## src/rtl/gpio_bank_pkg.sv

```systemverilog
package gpio_bank_pkg;
  typedef enum logic [2:0] {
    RSEL_OUT   = 3'd0,
    RSEL_DIR   = 3'd1,
    RSEL_BLINK = 3'd2,
    RSEL_POL   = 3'd3,
    RSEL_DIN   = 3'd4,
    RSEL_CAUSE = 3'd5,
    RSEL_EMASK = 3'd6,
    RSEL_LMASK = 3'd7
  } rsel_e;
endpackage

```

## src/rtl/gpio_bank_sync.sv

```systemverilog
module gpio_bank_sync #(
  parameter int W      = 32,
  parameter int STAGES = 2
) (
  input  logic         clk,
  input  logic         rst_n,
  input  logic [W-1:0] d_in,
  output logic [W-1:0] d_out
);
  logic [W-1:0] stage_q [STAGES];
  logic [W-1:0] stage_d [STAGES];

  always_comb begin
    stage_d[0] = d_in;
    for (int s = 1; s < STAGES; s++) stage_d[s] = stage_q[s-1];
  end

  always_ff @(posedge clk or negedge rst_n) begin
    if (!rst_n) begin
      for (int s = 0; s < STAGES; s++) stage_q[s] <= '0;
    end else begin
      for (int s = 0; s < STAGES; s++) stage_q[s] <= stage_d[s];
    end
  end

  assign d_out = stage_q[STAGES-1];
endmodule

```

## src/rtl/gpio_bank_regs.sv

```systemverilog
module gpio_bank_regs
  import gpio_bank_pkg::*;
#(
  parameter int W = 32
) (
  input  logic         clk,
  input  logic         rst_n,
  input  logic         bus_valid,
  input  logic         bus_write,
  input  logic [2:0]   bus_sel,
  input  logic [W-1:0] bus_wdata,
  input  logic [W-1:0] din,
  input  logic [W-1:0] cause,
  output logic [W-1:0] rd_data,
  output logic         rd_valid,
  output logic [W-1:0] out_q,
  output logic [W-1:0] dir_q,
  output logic [W-1:0] blink_q,
  output logic [W-1:0] pol_q,
  output logic [W-1:0] emask_q,
  output logic [W-1:0] lmask_q,
  output logic         cause_wr
);
  rsel_e        sel;
  logic         wr, rd;
  logic         en_out, en_dir, en_blink, en_pol, en_emask, en_lmask;
  logic [W-1:0] rmux;

  assign sel = rsel_e'(bus_sel);
  assign wr  = bus_valid & bus_write;
  assign rd  = bus_valid & ~bus_write;

  always_comb begin
    en_out   = wr && (sel == RSEL_OUT);
    en_dir   = wr && (sel == RSEL_DIR);
    en_blink = wr && (sel == RSEL_BLINK);
    en_pol   = wr && (sel == RSEL_POL);
    en_emask = wr && (sel == RSEL_EMASK);
    en_lmask = wr && (sel == RSEL_LMASK);
    cause_wr = wr && (sel == RSEL_CAUSE);
  end

  always_comb begin
    unique case (sel)
      RSEL_OUT:   rmux = out_q;
      RSEL_DIR:   rmux = dir_q;
      RSEL_BLINK: rmux = blink_q;
      RSEL_POL:   rmux = pol_q;
      RSEL_DIN:   rmux = din;
      RSEL_CAUSE: rmux = cause;
      RSEL_EMASK: rmux = emask_q;
      RSEL_LMASK: rmux = lmask_q;
      default:    rmux = '0;
    endcase
  end

  always_ff @(posedge clk or negedge rst_n) begin
    if (!rst_n) begin
      out_q   <= '0;
      dir_q   <= '1;
      blink_q <= '0;
      pol_q   <= '0;
      emask_q <= '0;
      lmask_q <= '0;
    end else begin
      if (en_out)   out_q   <= bus_wdata;
      if (en_dir)   dir_q   <= bus_wdata;
      if (en_blink) blink_q <= bus_wdata;
      if (en_pol)   pol_q   <= bus_wdata;
      if (en_emask) emask_q <= bus_wdata;
      if (en_lmask) lmask_q <= bus_wdata;
    end
  end

  always_ff @(posedge clk or negedge rst_n) begin
    if (!rst_n) begin
      rd_valid <= 1'b0;
      rd_data  <= '0;
    end else begin
      rd_valid <= rd;
      if (rd) rd_data <= rmux;
    end
  end
endmodule

```

## src/rtl/gpio_bank_edge.sv

```systemverilog
module gpio_bank_edge #(
  parameter int W     = 32,
  parameter int GROUP = 8,
  localparam int NGRP = W / GROUP
) (
  input  logic            clk,
  input  logic            rst_n,
  input  logic [W-1:0]    din,
  input  logic            cause_wr,
  input  logic [W-1:0]    cause_wdata,
  input  logic [W-1:0]    emask,
  input  logic [W-1:0]    lmask,
  output logic [W-1:0]    prev_q,
  output logic [W-1:0]    cause_q,
  output logic [NGRP-1:0] irq_sum
);
  logic [W-1:0] rise, keep, cause_d, req;

  always_comb begin
    rise    = din & ~prev_q;
    keep    = cause_wr ? cause_wdata : '1;
    cause_d = (cause_q & keep) | rise;
    req     = (din & lmask) | (cause_q & emask);
  end

  always_ff @(posedge clk or negedge rst_n) begin
    if (!rst_n) begin
      prev_q  <= '0;
      cause_q <= '0;
    end else begin
      prev_q  <= din;
      cause_q <= cause_d;
    end
  end

  for (genvar g = 0; g < NGRP; g++) begin : g_sum
    assign irq_sum[g] = |req[g*GROUP +: GROUP];
  end
endmodule

```

## src/rtl/gpio_bank_blink.sv

```systemverilog
module gpio_bank_blink #(
  parameter int DIV = 1024,
  localparam int CW = (DIV > 2) ? $clog2(DIV) : 1
) (
  input  logic clk,
  input  logic rst_n,
  output logic tog_q
);
  logic [CW-1:0] cnt_q, cnt_d;
  logic          tog_d, wrap;

  always_comb begin
    wrap  = (cnt_q == CW'(DIV - 1));
    cnt_d = wrap ? '0 : cnt_q + 1'b1;
    tog_d = wrap ? ~tog_q : tog_q;
  end

  always_ff @(posedge clk or negedge rst_n) begin
    if (!rst_n) begin
      cnt_q <= '0;
      tog_q <= 1'b0;
    end else begin
      cnt_q <= cnt_d;
      tog_q <= tog_d;
    end
  end
endmodule

```

## src/rtl/gpio_irq_bank.sv

```systemverilog
module gpio_irq_bank #(
  parameter int W         = 32,
  parameter int GROUP     = 8,
  parameter int SYNC      = 2,
  parameter int BLINK_DIV = 1024,
  localparam int NGRP     = W / GROUP
) (
  input  logic            clk,
  input  logic            rst_n,
  input  logic            bus_valid,
  input  logic            bus_write,
  input  logic [2:0]      bus_addr,
  input  logic [W-1:0]    bus_wdata,
  output logic [W-1:0]    rd_data,
  output logic            rd_valid,
  input  logic [W-1:0]    pad_in,
  output logic [W-1:0]    pad_out,
  output logic [W-1:0]    pad_oe,
  output logic [NGRP-1:0] irq_sum
);
  logic [W-1:0] sync_w, din_w, prev_w, cause_w;
  logic [W-1:0] out_w, dir_w, blink_w, pol_w, emask_w, lmask_w;
  logic         cause_wr_w, tog_w;

  gpio_bank_sync #(.W(W), .STAGES(SYNC)) u_sync (
    .clk(clk), .rst_n(rst_n), .d_in(pad_in), .d_out(sync_w)
  );

  assign din_w = sync_w ^ pol_w;

  gpio_bank_regs #(.W(W)) u_regs (
    .clk(clk), .rst_n(rst_n),
    .bus_valid(bus_valid), .bus_write(bus_write),
    .bus_sel(bus_addr), .bus_wdata(bus_wdata),
    .din(din_w), .cause(cause_w),
    .rd_data(rd_data), .rd_valid(rd_valid),
    .out_q(out_w), .dir_q(dir_w), .blink_q(blink_w), .pol_q(pol_w),
    .emask_q(emask_w), .lmask_q(lmask_w), .cause_wr(cause_wr_w)
  );

  gpio_bank_edge #(.W(W), .GROUP(GROUP)) u_edge (
    .clk(clk), .rst_n(rst_n), .din(din_w),
    .cause_wr(cause_wr_w), .cause_wdata(bus_wdata),
    .emask(emask_w), .lmask(lmask_w),
    .prev_q(prev_w), .cause_q(cause_w), .irq_sum(irq_sum)
  );

  gpio_bank_blink #(.DIV(BLINK_DIV)) u_blink (
    .clk(clk), .rst_n(rst_n), .tog_q(tog_w)
  );

  assign pad_oe  = ~dir_w;
  assign pad_out = out_w ^ (blink_w & ~dir_w & {W{tog_w}});
endmodule

```

## config.mk

```make
export PLATFORM = sky130hd
export DESIGN_NAME = gpio_irq_bank
export DESIGN_NICKNAME = d
export VERILOG_FILES = /design/src/rtl/gpio_bank_pkg.sv /design/src/rtl/gpio_bank_sync.sv /design/src/rtl/gpio_bank_regs.sv /design/src/rtl/gpio_bank_edge.sv /design/src/rtl/gpio_bank_blink.sv /design/src/rtl/gpio_irq_bank.sv
export SDC_FILE = /design/constraint.sdc
export NUM_CORES = 1
export LEC_CHECK = 0
export ABC_AREA = 1
export BUFFER_PORTS_ARGS = -buffer_cell sky130_fd_sc_hd__buf_2
export CAP_MARGIN = 0
export CORE_ASPECT_RATIO = 1.75
export CORE_MARGIN = 5
export CORE_UTILIZATION = 45
export CTS_CLUSTER_DIAMETER = 150
export DETAILED_ROUTE_END_ITERATION = 8
export GPL_TIMING_DRIVEN = 0
export PLACE_DENSITY = 0.7
export SLEW_MARGIN = 20
export SYNTH_ARGS = -nofsm -noshare
export SYNTH_HDL_FRONTEND = slang
export SYNTH_SLANG_ARGS = --single-unit
export TNS_END_PERCENT = 20
```

## constraint.sdc

```tcl
create_clock -name clk -period 4.13 [get_ports clk]
set_input_delay 0 -clock clk [delete_from_list [all_inputs] [get_ports clk]]
set_output_delay 0 -clock clk [all_outputs]
set_load 0.05 [all_outputs]
```

Word level (Yosys, flattened, before mapping)
Cells that the tools add are included.

Bits in latches: 0. Memories: 0. Word-level logic and storage cells: 54. RAM bits: 0. Register bits: 364. ROM bits: 0. Bits of input ports: 71.

$mul: 0. Muxes and demuxes: 3. Add/subtract/negate cells: 1. Shift-type cells: 0. Equality and inequality tests: 8. Reductions and logical operators: 12. $lt $le $gt $ge: 0. Div/mod/pow operators: 0. Bitwise logic cells: 16.

Operators with widths (count): one-hot mux 32 bit (8 select lines) (1); AND 32 bit (6); inverter 32 bit (2); OR 32 bit (2); bitwise XOR 32 bit (2); 2-to-1 mux 32 bit (1); OR reduction 8 bit (4); == test 3 bit (second input constant) (4); adder 10 x 1 -> 10 bit (second input constant) (1); == test 10 bit (second input constant) (1); 2-to-1 mux 10 bit (1); logical AND 1 bit (7); == test 3 x 2 -> 1 bit (second input constant) (2); == test 3 x 1 -> 1 bit (second input constant) (1); logical NOT 3 bit (1); AND 1 bit (2); inverter 1 bit (2).

Depth between registers and ports, before layout
Depth in word-level cells: 5. Gate-level depth with buffers: 11. Depth with buffers taken out: 9.

Hierarchy
Synthesis repeated with hierarchy kept, for this count alone.

Cells, all modules: 2176. Area total of the unflattened synthesis: 17503.0 um^2.

By module, submodules not included: gpio_bank_regs (times used 1, seq. area each 5670.4 um^2, cells an instance 1450, area an instance 11167.0 um^2); gpio_bank_edge (times used 1, seq. area each 1601.5 um^2, cells an instance 304, area an instance 2821.5 um^2); gpio_bank_sync (times used 1, seq. area each 1601.5 um^2, cells an instance 64, area an instance 1601.5 um^2); gpio_irq_bank (times used 1, seq. area each 0.0 um^2, cells an instance 295, area an instance 1372.6 um^2); gpio_bank_blink (times used 1, seq. area each 275.3 um^2, cells an instance 63, area an instance 540.5 um^2).

Worst setup path after synthesis
Ideal clock, no wire load.

Kind: register to output. Start: reg u_blink.tog_q. End: out pad_out[17]. Setup slack: 2366 ps. Arrival time: 1764 ps. Stages on the path, launching flop included: 5. Path buffers: 2. Data required time: 4130 ps. Path through: dfrtp_1 clkbuf_1 clkbuf_1 nand3_1 xnor2_1.

Cells in the longest elaborated chain, start to end: 2.

Ends and longest elaborated chain: start: declaration (line gpio_bank_blink.sv:7) `output logic tog_q`; start signal: assignment (line gpio_bank_blink.sv:24) `tog_q <= tog_d;`; AND 32 bit (line gpio_irq_bank.sv:53) `assign pad_out = out_w ^ (blink_w & ~dir_w & {W{tog_w}});`; bitwise XOR 32 bit (line gpio_irq_bank.sv:53); end: declaration (line gpio_irq_bank.sv:17) `output logic [W-1:0] pad_out,`.

No other way between the ends.

Worst setup path in the final report
Start: reg u_blink.tog_q. End: out pad_out[13].

The elaborated chain is that of the path after synthesis.

==> impl_metrics.env <==
export IMPL_synth_largest_area_cell="dfrtp_1"
export IMPL_status="completed"
export IMPL_place_congestion=0.945
export IMPL_hold_violations=0
export IMPL_min_path_type="in -> async"
export IMPL_grt_use_total_pct=27.9
export IMPL_synthesis_area_um2=16600
export IMPL_area_delta_synth_final_pct=20.3
export IMPL_syn_inst=2046
export IMPL_seqPwrFrac_pct=45.7
export IMPL_layout_cells_most_common="nand2_1"
export IMPL_clock_sinks=364
export IMPL_wl_per_cell_um=20.6
export IMPL_timing_rr_start="u_blink.tog_q"
export IMPL_fin_crit_sh_pct=66.6
export IMPL_fin_area_um2=20000
export IMPL_intPower_mw=6.59
export IMPL_setup_viol=0
export IMPL_routed_via_count=15653
export IMPL_finalCriticalPeriod_ns=2.75
export IMPL_cp_end_kind="output pin"
export IMPL_crit_type="reg -> out"
export IMPL_ant_nets=0
export IMPL_grt_pass1_vias=15903
export IMPL_cts_setup_buffers=0
export IMPL_synth_area_leaders="dfrtp_1, nand2_1, o21ai_0"
export IMPL_rr_worst_depth=5
export IMPL_insertion_delay_ns=0.53
export IMPL_cp_startpoint="u_blink.tog_q"
export IMPL_start_util_pct=45.4
export IMPL_grt_max_degree=85
export IMPL_fin_nets=2398
export IMPL_core_area_um2=36700
export IMPL_seq_area_frac_synth_pct=55.0
export IMPL_regToRegSetupSlack_ns=2.35
export IMPL_clock_power_share_pct=31.7
export IMPL_slew_limit_headroom_pct=33.4
export IMPL_crit_path_max_fanout=10
export IMPL_r2r_end="u_blink.tog_q"
export IMPL_cts_hold_buf=68
export IMPL_yosysWarnings=0
export IMPL_final_cell_mix="nand2_1, dfrtp_1, o21ai_0"
export IMPL_antenna_found_initial=1
export IMPL_tightest_slew_ns=0.998
export IMPL_clk_pin_slew_ns=0.06
export IMPL_pwr_density_cell_nw_per_um2=506
export IMPL_cts_tree="done"
export IMPL_chipWidth_um=155
export IMPL_placed_area_um2=18200
export IMPL_dp_hpwl_mm=40.3
export IMPL_leakagePower_nw=10.1
export IMPL_fp_dieH_um=264
export IMPL_first_iter_violations=1630
export IMPL_std_cell_rows=93
export IMPL_ioPinCount=172
export IMPL_die_area_um2=41100
export IMPL_yosysTopAreaCellShare_pct=49.9
export IMPL_cts_root_buf="clkbuf_16"
export IMPL_place_port_buffers=170
export IMPL_power_switching_mw=3.54
export IMPL_cp_endpoint="pad_out[13]"
export IMPL_via_per_inst=5.54
export IMPL_swShare_pct=34.9
export IMPL_numCtsBuffers=36
export IMPL_ys_ff_latch=364
export IMPL_maxSlewViolCount=0
export IMPL_yosys_cell_types_count=23
export IMPL_drt_first_pass_iters=8
export IMPL_grt_overflow_total=0
export IMPL_drive_above_1_share_pct=12.8
export IMPL_finish_utilization_pct=54.6
export IMPL_rsz0062_at_grt="false"
export IMPL_htree_levels=2
export IMPL_drt_wl_total_mm=58.2
export IMPL_worst_ep_arrival_time_ns=2.75
export IMPL_worst_setup_path_start_kind="flip-flop"
export IMPL_fin_skew_ns=0.0109
export IMPL_drc=0
export IMPL_synth_net_count=2118
export IMPL_grt_pass1_wl_mm=89.2
export IMPL_clk_path_buf_depth=3
export IMPL_cap_violations=0
export IMPL_vdd_drop_max_mv=0.311
export IMPL_max_freq_mhz=363
export IMPL_synth_area_per_cell_um2=8.13
export IMPL_cts_resized=0
export IMPL_p_comb_share_pct=22.6
export IMPL_critPathRequiredTime_ns=4.13
-- cell families after synthesis --
kind of cell    after synthesis  synth area share [%]
buf+inv                     386                  8.95
fa+ha+maj                     1                0.0752
xor+xnor                     37                  1.95
flops                       364                  55.0
simple gates                937                  24.4
compound gates              321                  9.67
-- power groups by stage --
stage | sequential [mW] | combinational [mW] | clock (mW)
floorplan | 4.73 | 1.36 | 0
global placement | 4.64 | 2.16 | 0
detailed placement | 4.66 | 2.22 | 0
CTS | 4.61 | 2.29 | 3.25
global route | 4.68 | 2.50 | 3.39
finish | 4.62 | 2.29 | 3.21
-- stage by stage --
step                      hold slack, ns  power [mW]  cells  setup slack [ns]  TNS (ns)
after floorplan                   -0.296        6.10   2046              2.37         0
after CTS                         0.0471        10.1   2827              1.34         0
after detailed placement         -0.0781        6.89   2695              1.92         0
after global routing              0.0650        10.6   2827              1.19         0
after global placement             0.108        6.81   2691             -3.99  -1351.15
final                             0.0475        10.1   2828              1.38         0
-- cell usage after synthesis --
cell type,n
a21o_1,1
buf_1,20
buf_2,29
buf_4,1
clkbuf_1,65
dfrtp_1,332
dfstp_2,32
ha_1,1
inv_1,268
inv_2,3
nand2_1,629
nand3_1,37
nand3_2,2
nand4_1,182
nor2_1,82
nor2_2,1
nor3_1,1
nor4_4,1
o21ai_0,315
o21ai_1,5
or2_2,2
xnor2_1,32
xor2_1,5
-- per-layer routing --
layer | share of wire [%] | global-route usage (%)
met1 | 36 | 32.8
met2 | 50 | 47.5
met3 | 8.0 | 4.66
met4 | 6.7 | 16.9
met5 | 0 | 0
-- cell type report --
class | instances | area [um^2]
Sequential cell | 364 | 9150
Antenna cell | 1 | 2.50
Tap cell | 475 | 594
Timing Repair Buffer | 242 | 1660
Multi-Input combinational cell | 1296 | 6000
Clock buffer | 52 | 1050
Buffer | 115 | 472
Fill cell | 3383 | 16600
Clock inverter | 12 | 70.1
Inverter | 271 | 1020
-- critical path, cell delays in order, from the launching register on --
cell and delay [ns]:
dfrtp_1 0.32, clkbuf_1 0.32, clkbuf_1 0.69, nand3_1 0.20, xnor2_1 0.34, buf_2 0.33
-- worst min-delay path by stage --
stage | start | to | depth (start not counted)
after floorplan | rst_n | u_blink.cnt_q[0] | 0
after global placement | pad_in[24] | u_sync.stage_d[24] | 1
after detailed placement | rst_n | u_sync.stage_d[9] | 1
after CTS | rst_n | u_regs.dir_q[14] | 2
after global routing | rst_n | u_regs.dir_q[16] | 2
final | rst_n | u_regs.dir_q[14] | 2
-- sequential cells by signal, indices dropped and copies added (netlist names) --
signal	cells
u_edge.cause_q	32
u_edge.prev_q	32
u_regs.blink_q	32
u_regs.dir_q	32
u_regs.emask_q	32
u_regs.lmask_q	32
u_regs.out_q	32
u_regs.pol_q	32
u_regs.rd_data	32
u_sync.d_out	32
u_sync.stage_d	32
u_blink.cnt_q	10
u_blink.tog_q	1
u_regs.rd_valid	1
No activity file was read; power rests on OpenSTA's default activity.
